$ cat src/rtl/i2c_stx_pkg.sv
package i2c_stx_pkg;

  typedef enum logic [2:0] {
    ST_IDLE,
    ST_ADDR,
    ST_AACK,
    ST_LOAD,
    ST_SHIFT,
    ST_MACK,
    ST_WSTOP
  } stx_state_e;

  // Address compare: upper bits of the first frame against own address.
  function automatic logic addr_hit(input logic [7:0] frame, input logic [6:0] own);
    return frame[7:1] == own;
  endfunction

  // Pull-low enable for a wanted SDA level (open drain).
  function automatic logic pull_for(input logic level);
    return ~level;
  endfunction

  // Direction bit of the address frame, 1 = master reads.
  function automatic logic is_read(input logic [7:0] frame);
    return frame[0];
  endfunction

endpackage

$ cat src/rtl/i2c_stx_sync.sv
module i2c_stx_sync #(
  parameter int STAGES = 2
) (
  input  logic clk,
  input  logic rst_n,
  input  logic scl_i,
  input  logic sda_i,
  output logic scl_s,
  output logic sda_s,
  output logic scl_rise,
  output logic scl_fall,
  output logic start_evt,
  output logic stop_evt
);
  logic [STAGES-1:0] scl_q, sda_q;
  logic scl_d, sda_d;

  always_ff @(posedge clk or negedge rst_n) begin
    if (!rst_n) begin
      scl_q <= '1;
      sda_q <= '1;
      scl_d <= 1'b1;
      sda_d <= 1'b1;
    end else begin
      scl_q <= {scl_q[STAGES-2:0], scl_i};
      sda_q <= {sda_q[STAGES-2:0], sda_i};
      scl_d <= scl_q[STAGES-1];
      sda_d <= sda_q[STAGES-1];
    end
  end

  assign scl_s     = scl_q[STAGES-1];
  assign sda_s     = sda_q[STAGES-1];
  assign scl_rise  = scl_s & ~scl_d;
  assign scl_fall  = ~scl_s & scl_d;
  assign start_evt = scl_s & scl_d & sda_d & ~sda_s;
  assign stop_evt  = scl_s & scl_d & ~sda_d & sda_s;

endmodule

$ cat src/rtl/i2c_stx_flags.sv
module i2c_stx_flags (
  input  logic clk,
  input  logic rst_n,
  input  logic en,
  input  logic set_xmit,
  input  logic clr_xmit_bus,
  input  logic clr_xmit_host,
  input  logic set_empty,
  input  logic clr_empty_wr,
  input  logic clr_empty_host,
  input  logic set_done,
  input  logic clr_done_bus,
  input  logic clr_done_host,
  output logic xmit_mode,
  output logic tx_empty,
  output logic tx_done
);
  always_ff @(posedge clk or negedge rst_n) begin
    if (!rst_n) begin
      xmit_mode <= 1'b0;
      tx_empty  <= 1'b0;
      tx_done   <= 1'b0;
    end else if (!en) begin
      xmit_mode <= 1'b0;
      tx_empty  <= 1'b0;
      tx_done   <= 1'b0;
    end else begin
      if (set_xmit)                          xmit_mode <= 1'b1;
      else if (clr_xmit_bus || clr_xmit_host) xmit_mode <= 1'b0;
      // A host write wins over a load so no byte is silently lost.
      if (clr_empty_wr || clr_empty_host)    tx_empty <= 1'b0;
      else if (set_empty)                    tx_empty <= 1'b1;
      if (set_done)                          tx_done <= 1'b1;
      else if (clr_done_bus || clr_done_host) tx_done <= 1'b0;
    end
  end

  // the end flag only ever rises together with an empty buffer
  assert_done_needs_empty_R7: assert property (@(posedge clk) disable iff (!rst_n)
    $rose(tx_done) |-> tx_empty);

endmodule

$ cat src/rtl/i2c_slave_tx.sv
module i2c_slave_tx
  import i2c_stx_pkg::*;
#(
  parameter int ADDR_W      = 7,
  parameter int DATA_W      = 8,
  parameter int SYNC_STAGES = 2
) (
  input  logic              clk,
  input  logic              rst_n,
  input  logic              en,
  input  logic [ADDR_W-1:0] own_addr,
  input  logic              ack_val,
  input  logic              scl_i,
  input  logic              sda_i,
  output logic              scl_oe,
  output logic              sda_oe,
  input  logic              tx_wr,
  input  logic [DATA_W-1:0] tx_data,
  input  logic              rx_rd,
  output logic [DATA_W-1:0] rx_data,
  input  logic              xmit_clr,
  input  logic              done_clr,
  input  logic              empty_clr,
  output logic              xmit_mode,
  output logic              tx_empty,
  output logic              tx_done
);
  localparam int CNT_W = $clog2(DATA_W + 1);
  localparam logic [CNT_W-1:0] LAST_BIT = CNT_W'(DATA_W);

  stx_state_e state;
  logic [CNT_W-1:0]  bit_cnt;
  logic [DATA_W-1:0] shreg, tx_buf, rx_q;
  logic rw_q, ackv_q, nack_q, sda_oe_r;

  // Named internal events, shared by the FSM, the flags and the assertions
  logic scl_s, sda_s, scl_rise, scl_fall, start_evt, stop_evt;
  logic live, ev_read_hit, ev_write_hit, ev_load, ev_done, ev_release;

  i2c_stx_sync #(.STAGES(SYNC_STAGES)) u_sync (
    .clk(clk), .rst_n(rst_n), .scl_i(scl_i), .sda_i(sda_i),
    .scl_s(scl_s), .sda_s(sda_s), .scl_rise(scl_rise), .scl_fall(scl_fall),
    .start_evt(start_evt), .stop_evt(stop_evt)
  );

  assign live         = en & ~start_evt & ~stop_evt;
  assign ev_read_hit  = live & (state == ST_AACK) & scl_rise & rw_q;
  assign ev_write_hit = live & (state == ST_AACK) & scl_rise & ~rw_q;
  assign ev_load      = live & (state == ST_LOAD) & ~tx_empty;
  assign ev_done      = live & (state == ST_MACK) & scl_rise & tx_empty;
  assign ev_release   = live & (state == ST_LOAD) & tx_empty & ~xmit_mode & rx_rd;

  i2c_stx_flags u_flags (
    .clk(clk), .rst_n(rst_n), .en(en),
    .set_xmit(ev_read_hit), .clr_xmit_bus(ev_write_hit), .clr_xmit_host(xmit_clr),
    .set_empty(ev_read_hit | ev_load), .clr_empty_wr(tx_wr), .clr_empty_host(empty_clr),
    .set_done(ev_done), .clr_done_bus(ev_read_hit), .clr_done_host(done_clr),
    .xmit_mode(xmit_mode), .tx_empty(tx_empty), .tx_done(tx_done)
  );

  always_ff @(posedge clk or negedge rst_n) begin
    if (!rst_n) tx_buf <= '0;
    else if (tx_wr) tx_buf <= tx_data;
  end

  always_ff @(posedge clk or negedge rst_n) begin
    if (!rst_n) begin
      state    <= ST_IDLE;
      bit_cnt  <= '0;
      shreg    <= '0;
      rx_q     <= '0;
      rw_q     <= 1'b0;
      ackv_q   <= 1'b1;
      nack_q   <= 1'b0;
      sda_oe_r <= 1'b0;
    end else if (!en) begin
      state    <= ST_IDLE;
      bit_cnt  <= '0;
      sda_oe_r <= 1'b0;
    end else if (start_evt) begin
      state    <= ST_ADDR;
      bit_cnt  <= '0;
      sda_oe_r <= 1'b0;
    end else if (stop_evt) begin
      state    <= ST_IDLE;
      sda_oe_r <= 1'b0;
    end else begin
      unique case (state)
        ST_ADDR: begin
          if (scl_rise) begin
            shreg   <= {shreg[DATA_W-2:0], sda_s};
            bit_cnt <= bit_cnt + 1'b1;
          end else if (scl_fall && bit_cnt == LAST_BIT) begin
            rx_q <= shreg;
            if (addr_hit(shreg, own_addr)) begin
              state    <= ST_AACK;
              rw_q     <= is_read(shreg);
              ackv_q   <= ack_val;
              sda_oe_r <= pull_for(ack_val);
            end else begin
              state <= ST_WSTOP;
            end
          end
        end
        ST_AACK: begin
          if (scl_fall) begin
            sda_oe_r <= 1'b0;
            state    <= (rw_q && !ackv_q) ? ST_LOAD : ST_WSTOP;
          end
        end
        ST_LOAD: begin
          if (!tx_empty) begin
            shreg    <= tx_buf;
            bit_cnt  <= '0;
            sda_oe_r <= pull_for(tx_buf[DATA_W-1]);
            state    <= ST_SHIFT;
          end else if (ev_release) begin
            state <= ST_WSTOP;
          end
        end
        ST_SHIFT: begin
          if (scl_rise) begin
            bit_cnt <= bit_cnt + 1'b1;
          end else if (scl_fall) begin
            if (bit_cnt == LAST_BIT) begin
              sda_oe_r <= 1'b0;
              state    <= ST_MACK;
            end else begin
              shreg    <= {shreg[DATA_W-2:0], 1'b0};
              sda_oe_r <= pull_for(shreg[DATA_W-2]);
            end
          end
        end
        ST_MACK: begin
          if (scl_rise) nack_q <= sda_s;
          else if (scl_fall) state <= nack_q ? ST_WSTOP : ST_LOAD;
        end
        default: ;
      endcase
    end
  end

  assign sda_oe  = sda_oe_r;
  assign scl_oe  = (state == ST_LOAD);
  assign rx_data = rx_q;

  // SDA drive changes only while the sensed clock is low
  assert_sda_moves_scl_low_R5: assert property (@(posedge clk) disable iff (!rst_n || !en)
    !$stable(sda_oe) |-> !$past(scl_s));

  // the ninth clock of a matched address carries the programmed level
  assert_ack_level_R3: assert property (@(posedge clk) disable iff (!rst_n)
    (state == ST_AACK && scl_rise) |-> (sda_oe == ~ackv_q));

  // transmit mode rises together with the empty flag
  assert_xmit_with_empty_R4: assert property (@(posedge clk) disable iff (!rst_n)
    $rose(xmit_mode) |-> tx_empty);

  // a held clock is let go only after data arrived or a dummy read outside transmit mode
  assert_release_cause_R9: assert property (@(posedge clk) disable iff (!rst_n || !en)
    $fell(scl_oe) |-> $past(!tx_empty || (rx_rd && !xmit_mode)));

endmodule

$ cat config.mk
export PLATFORM = sky130hd
export DESIGN_NAME = i2c_slave_tx
export DESIGN_NICKNAME = d
export VERILOG_FILES = /design/src/rtl/i2c_stx_pkg.sv /design/src/rtl/i2c_stx_sync.sv /design/src/rtl/i2c_stx_flags.sv /design/src/rtl/i2c_slave_tx.sv
export SDC_FILE = /design/constraint.sdc
export NUM_CORES = 1
export LEC_CHECK = 0
export BUFFER_PORTS_ARGS = -buffer_cell sky130_fd_sc_hd__buf_2
export CAP_MARGIN = 30
export CORE_MARGIN = 5
export CORE_UTILIZATION = 51
export DETAILED_ROUTE_END_ITERATION = 10
export PLACE_DENSITY = 0.78
export SETUP_SLACK_MARGIN = 0.2
export SKIP_CTS_REPAIR_TIMING = 1
export SLEW_MARGIN = 10
export SYNTH_ARGS = -nofsm -noshare
export SYNTH_HDL_FRONTEND = slang
export SYNTH_SLANG_ARGS = --single-unit
$ cat constraint.sdc
create_clock -name clk -period 2.6 [get_ports clk]
set_clock_uncertainty 0.1 [all_clocks]
set_input_delay 0.13 -clock clk [delete_from_list [all_inputs] [get_ports clk]]
set_output_delay 0.13 -clock clk [all_outputs]
set_load 0.005 [all_outputs]
==> results of run 1 <==
-- sequential cells by signal (all words and copies together), names as in the netlist --
name,count
state,3
u_sync.scl_d,1
shreg,8
nack_q,1
u_sync.sda_q,2
rx_data,8
bit_cnt,4
u_sync.scl_q,2
sda_oe,1
tx_buf,8
u_sync.sda_d,1
rw_q,1
u_flags.xmit_mode,1
u_flags.tx_empty,1
u_flags.tx_done,1
ackv_q,1
-- how the worst max path moves through the flow --
stage | depth (start not counted) | end | slack (ps)
after floorplan | 7 | rw_q | 600
after global placement | 6 | state[0] | 450
after detailed placement | 6 | state[0] | 410
after CTS | 6 | state[0] | 380
after global routing | 6 | state[1] | 250
final | 6 | state[0] | 370
-- per-stage QoR --
step	utilization (%)	cell area, sq um	power, mW
after floorplan	-	2298	1.492
after global placement	58.19	2534	1.622
after detailed placement	58.19	2534	1.638
after CTS	60.66	2641	2.152
after global routing	63.88	2781	2.324
final	63.88	2781	2.152
-- synthesized netlist by cell type, types with 2 or more instances --
cell,n,share of area [%]
o21ai_0,7,1.5
dfstp_2,7,8.0
dfrtp_1,37,40
a21oi_1,11,2.4
mux2_2,19,9.3
nor2_1,21,3.4
nand3_1,7,1.5
o21ai_1,4,0.87
nand3b_1,3,0.98
ha_1,2,1.1
xor2_1,5,1.9
o211ai_1,2,0.65
a21boi_0,2,0.65
nand2b_1,2,0.54
nor2b_1,5,1.4
nor3_1,2,0.44
mux2_1,3,1.5
a21oi_2,2,0.76
xnor2_1,4,1.5
nor4_1,2,0.54
inv_1,9,1.5
nand2_1,17,2.8
buf_2,4,0.87
clkbuf_1,3,0.49
mux2i_1,7,3.0
nand4_1,4,1.1
nor3b_2,2,1.1
-- layout by cell type, fill, tap and decap left out, types with 2 or more instances in the layout --
cell type	Yosys	routed
a21boi_0	2	2
a21oi_1	11	11
a21oi_2	2	2
buf_2	4	38
buf_4	0	3
clkbuf_8	0	5
dfrtp_1	37	37
dfstp_2	7	7
dlygate4sd3_1	0	12
ha_1	2	2
inv_1	9	9
mux2_1	3	3
mux2_2	19	19
mux2i_1	7	7
nand2_1	17	17
nand2b_1	2	2
nand3_1	7	7
nand3b_1	3	3
nand4_1	4	4
nor2_1	21	21
nor2b_1	5	5
nor3_1	2	2
nor3b_2	2	2
nor4_1	2	2
o211ai_1	2	2
o21ai_0	7	7
o21ai_1	4	4
xnor2_1	4	4
xor2_1	5	5
-- worst max-delay path: cells and delay by family, from the launching register on --
family / cells / cell delay [ps]
AO/OA/AOI/OAI: 1 / 300
buffers and inverters: 1 / 110
flip-flops: 1 / 620
multiplexers: 1 / 330
AND/OR/NAND/NOR: 3 / 660
-- per-layer routing --
metal	part of all wire, %	vias to the layer above	wire, um
li1	-	856	-
met1	43	864	2076
met2	50	56	2437
met3	5.9	8	285
met4	1.3	0	65
met5	0	-	0
-- power by group through the flow --
stage | sequential [mW] | clock [mW] | combinational [mW]
6_report | 0.993 | 0.510 | 0.649
5_1_grt | 1.02 | 0.559 | 0.743
4_1_cts | 0.994 | 0.523 | 0.635
3_5_place_dp | 1.01 | 0 | 0.631
3_3_place_gp | 1.00 | 0 | 0.619
2_1_floorplan | 0.908 | 0 | 0.584
-- final cells by class --
| type | count | area (sq um) |
|---|---|---|
| timing repair buffer | 54 | 352.8 |
| clock buffer | 6 | 72.57 |
| sequential | 44 | 1110 |
| multi-input combinational | 153 | 1112 |
| fill | 351 | 1573 |
| inverter | 9 | 33.78 |
| tap | 52 | 65.06 |
| clock inverter | 2 | 35.03 |
-- kinds of logic (layout without fill, tap and decap cells) --
group	after synthesis	count (layout)
AO/OA/AOI/OAI	39	39
multiplexers	29	29
XOR/XNOR	9	9
buffers and inverters	17	71
adder cells (fa/ha/maj)	2	2
flip-flops	44	44
AND/OR/NAND/NOR	74	74
==> results.py, run 1 <==
metrics = {
    "run_status": {
        "status": "complete, no violations",
    },
    "sta": {
        "tns_ps": 0,
        "rsz0062_at_grt": "no",
        "setup_violations": 0,
        "finalHoldViolCount": 0,
        "fin_crit_ps": 2230,
        "worst_pin_slew_ps": 526.2,
        "setup_slack_ps": 369.9,
        "holdWs_ps": 5.738,
        "relSlewSlack_pct": 64.92,
        "slew_viol_final": 0,
        "fin_crit_sh_pct": 85.77,
        "fmax_mhz": 448.4,
    },
    "cells_and_area": {
        "nNetsFinal": 295,
        "area_growth_pct": 21.01,
        "drive_gt1_share_pct": 32.46,
        "antenna_cells": 0,
        "instances_no_fill": 320,
    },
    "power": {
        "p_sw_share_pct": 33.99,
        "seqPwrFrac_pct": 46.1,
        "p_clk_share_pct": 23.7,
        "p_per_area_nw_per_um2": 773.6,
        "combPwrFrac_pct": 30.1,
        "vdd.ir_drop.worst_v": 0.0004986,
        "p_int_mw": 1.420,
        "p_sw_mw": 0.7314,
        "p_leak_nw": 1.314,
    },
    "setup_path": {
        "ff2ff_setup_slack_ps": 370,
        "cp-start-kind": "flop",
        "critPathKind": "reg -> reg",
        "crit_start": "state[0]",
        "reg2reg_depth": 6,
        "crit_arrival_ps": 2300,
        "crit_path_end_kind": "flop",
        "critPathMaxStageDelay_ps": 620,
        "cp_slowest_cell": "dfrtp_1",
        "crit_path_frequent_cell": "nor2b_1",
        "critPathMaxFanout": 12,
        "required_ps": 2670,
        "crit_chain": "nor2b_1 > nor2b_1 > inv_1 > o31ai_4 > nor3_4 > mux2_1",
        "regToRegEndpoint": "state[0]",
        "r2r_start": "state[0]",
    },
    "global_routing": {
        "grt_pass1_wl_mm": 8.507,
        "antenna_found_initial": 0,
        "grt_max_degree": 45,
        "grt_use_met1_pct": 22.40,
        "met2_usage_pct": 28.03,
        "grt_pass1_vias": 1774,
        "grt_overflow": 0,
        "grtUsageTotal_pct": 17.34,
        "top_usage_layer": "met2",
        "grt.met3_usage_pct": 5.035,
    },
    "logic_synthesis": {
        "synth_xor_area_share_pct": 3.430,
        "synth_edf_count": 0,
        "synth.mux.area_fraction_pct": 13.83,
        "synthAdderAreaFrac_pct": 1.089,
        "yosys_register_bits": 44,
        "synthSimpleGateAreaFrac_pct": 18.07,
        "yosysWarnings": 0,
        "synth_compound_area_share_pct": 11.98,
        "netlist_area_sq_um": 2298,
        "synth_cells": 214,
        "synth_top_family_by_area": "simple AND/OR/NAND/NOR gates",
        "syn-num-nets": 242,
        "ys_seq_area_share_pct": 48.29,
        "async_flop_share_pct": 100.0,
        "synth_cell_types": 48,
        "syn_avg_cell_area_sq_um": 10.74,
        "synth_top_flop_cell": "dfrtp_1",
    },
    "cts": {
        "cts-root-buf": "clkbuf_8",
        "cts_tree": "yes",
        "cts.sinks": 44,
        "clk_latency_ps": 290,
        "cts_htree_levels": 2,
        "path_clk_slew_ps": 80,
        "numCtsBuffers": 5,
        "clockBufferDepth": 2,
    },
    "detailed_routing": {
        "dr.pass1.iters": 4,
        "postRouteAntennaNets": 0,
        "drtIter0Drc": 130,
        "num_vias": 1784,
        "drc": 0,
        "drt_wl_total_mm": 4.865,
        "avgViaCountPerCell": 5.575,
        "wl_per_cell_um": 15.20,
    },
    "flow_run": {
        "cap_violations": 0,
    },
    "floorplanning": {
        "initial_utilization_pct": 52.79,
        "die_h_um": 77.13,
        "dieArea_sq_um": 5949,
        "rows": 24,
        "ios": 39,
        "die_width_um": 77.13,
        "core-area_sq_um": 4354,
    },
    "placement": {
        "place.gp.congestion": 0.9329,
        "numPlacedInstances": 299,
        "pre_cts_ws_ps": 406.5,
        "io_buffers": 38,
        "hpwl_mm": 3.445,
    },
    "hold_path": {
        "whs_path_depth": 3,
        "hold_end": "u_flags.xmit_mode",
        "hp-start": "xmit_clr",
        "min_path_type": "in -> reg",
    },
}
No activity file was read; power rests on OpenSTA's default activity.
==> run 2, diff against run 1 <==
--- a/config.mk
+++ b/config.mk
@@ -9,2 +9,3 @@
 export CAP_MARGIN = 30
+export CORE_ASPECT_RATIO = 0.9
 export CORE_MARGIN = 5
@@ -12,3 +13,3 @@
 export DETAILED_ROUTE_END_ITERATION = 10
-export PLACE_DENSITY = 0.78
+export PLACE_DENSITY = 0.71
 export SETUP_SLACK_MARGIN = 0.2
==> constraint.sdc (replaced) <==
create_clock -name clk -period 2.6 [get_ports clk]
set_clock_uncertainty 0.1 [all_clocks]
set_input_delay 0.26 -clock clk [delete_from_list [all_inputs] [get_ports clk]]
set_output_delay 0.26 -clock clk [all_outputs]
set_load 0.005 [all_outputs]
==> run 2 against run 1 <==
  * Sequential cell count is the same
  * Fmax grew 2.1%
  * Critical path type unchanged
  * Sequential share of layout area grew 1.1 points
  * Clock power grew 2%
  * Critical endpoint unchanged
  * Global-route usage grew 0.79 points
==> results.py, run 2 (same netlist as run 1, synthesis figures left out) <==
metrics = {
    "cts": {
        "clk_latency_ps": 300,
        "cts-root-buf": "clkbuf_8",
        "cts.sinks": 44,
        "path_clk_slew_ps": 90,
        "numCtsBuffers": 5,
        "clockBufferDepth": 2,
        "cts_tree": "yes",
        "cts_htree_levels": 2,
    },
    "cells_and_area": {
        "layout_commonest_cell": "buf_2",
        "drive_gt1_share_pct": 33.98,
        "finalInstanceArea_sq_um": 2708,
        "antenna_cells": 0,
        "nNetsFinal": 286,
        "layout_common_cells": "buf_2 (38), dfrtp_1 (37), nor2_1 (21), mux2_2 (19), nand2_1 (17)",
        "area_growth_pct": 17.80,
    },
    "power": {
        "total_power_mw": 2.156,
        "p_int_mw": 1.410,
        "p_sw_share_pct": 34.60,
        "p_clk_share_pct": 24.0,
        "p_sw_mw": 0.7461,
        "p_leak_nw": 1.275,
        "combPwrFrac_pct": 29.5,
        "seqPwrFrac_pct": 46.5,
        "vdd.ir_drop.worst_v": 0.0004466,
        "p_per_area_nw_per_um2": 796.3,
    },
    "hold_path": {
        "hold_end": "u_flags.tx_empty",
        "whs_path_depth": 2,
        "min_path_type": "in -> reg",
        "hp-start": "empty_clr",
    },
    "sta": {
        "setup_violations": 0,
        "fmax_mhz": 457.9,
        "tns_ps": 0,
        "finalHoldViolCount": 0,
        "fin_crit_ps": 2184,
        "slew_viol_final": 0,
        "rsz0062_at_grt": "no",
        "worst_pin_slew_ps": 555.1,
        "relSlewSlack_pct": 63.00,
        "setup_slack_ps": 415.9,
        "holdWs_ps": 10.97,
        "fin_crit_sh_pct": 84.00,
    },
    "detailed_routing": {
        "dr.pass1.iters": 4,
        "wl_per_cell_um": 14.77,
        "drc": 0,
        "postRouteAntennaNets": 0,
        "num_vias": 1690,
        "drt_wl_total_mm": 4.740,
        "avgViaCountPerCell": 5.265,
        "drtIter0Drc": 127,
    },
    "setup_path": {
        "required_ps": 2690,
        "critPathMaxStageDelay_ps": 630,
        "cp-start-kind": "flop",
        "critPathMaxFanout": 12,
        "ff2ff_setup_slack_ps": 420,
        "cp_slowest_cell": "dfrtp_1",
        "critPathKind": "reg -> reg",
        "crit_chain": "nor2b_1 > nor2b_1 > inv_1 > o31ai_4 > nor3_4 > mux2_1",
        "r2r_start": "state[0]",
        "regToRegEndpoint": "state[0]",
        "cpLargestDelayFamily": "flip-flops",
        "path_buf_inv": 1,
        "crit_path_end_kind": "flop",
        "crit_arrival_ps": 2270,
        "crit_path_frequent_cell": "nor2b_1",
        "reg2reg_depth": 6,
    },
    "global_routing": {
        "grt_pass1_vias": 1672,
        "grt_overflow": 0,
        "grt_pass1_wl_mm": 8.114,
        "antenna_found_initial": 0,
        "grtUsageTotal_pct": 18.12,
        "grt_max_degree": 45,
    },
    "floorplanning": {
        "core-area_sq_um": 4403,
        "dieArea_sq_um": 5951,
        "initial_utilization_pct": 52.20,
        "die_width_um": 80.77,
        "die_h_um": 73.69,
        "rows": 23,
        "ios": 39,
    },
    "flow_run": {
        "cap_violations": 0,
    },
    "placement": {
        "place.gp.congestion": 0.8453,
        "hpwl_mm": 3.405,
        "io_buffers": 38,
        "pre_cts_ws_ps": 438.1,
        "placed_area_sq_um": 2546,
    },
    "run_status": {
        "status": "complete, no violations",
    },
}
run 2: changes by cell type in the layout (fill, tap and decap cells not counted), sizes merged:
cell | previous run | this run
clkbuf | 6 | 5
clkinvlp | 0 | 1
dlygate4sd3 | 12 | 3
run 2: final cells by class:
class | instances | area, sq um
clock buffers | 5 | 68.82
inverters | 9 | 33.78
fillers | 380 | 1695
multi-input cells | 153 | 1112
flip-flops and latches | 44 | 1110
clock inverters | 3 | 42.54
well taps | 62 | 77.57
repair buffers | 45 | 262.8
run 2: worst max path at each step:
stage | startpoint | endpoint | slack [ps] | cells after the start
floorplan | bit_cnt[0] | rw_q | 600 | 7
global placement | state[0] | state[0] | 470 | 6
detailed placement | state[0] | state[1] | 440 | 6
CTS | state[0] | state[0] | 420 | 6
global route | state[0] | u_flags.tx_empty | 290 | 5
finish | state[0] | state[0] | 420 | 6
run 2: layer usage:
metal  share of wire [%]  vias up  wire (um)  track usage [%]
met2                  46       46       2168            27.57
met3                 5.6        5        264            5.025
met1                  47      798       2244            25.14
met5                   0        -          0                0
li1                    -      841          -                -
met4                 1.3        0         62            5.816
run 2: worst register-to-register path, delay by kind of cell (launching register included):
kind	cells	cell delay, ps
multiplexers	1	320
flip-flops	1	630
buffers and inverters	1	110
AND/OR/NAND/NOR	3	610
AO/OA/AOI/OAI	1	300
run 2: power groups by stage:
stage,logic (mW),clock network [mW],registers (mW)
3_3_place_gp,0.619,0,1.01
2_1_floorplan,0.584,0,0.908
3_5_place_dp,0.628,0,1.01
6_report,0.635,0.518,1.00
5_1_grt,0.733,0.565,1.02
4_1_cts,0.632,0.533,1.00
run 2: stage by stage:
step	instances	utilization, %
6_report	321	61.49
5_1_grt	321	61.49
4_1_cts	317	60.36
3_5_place_dp	309	57.83
3_3_place_gp	309	57.83
2_1_floorplan	214	-
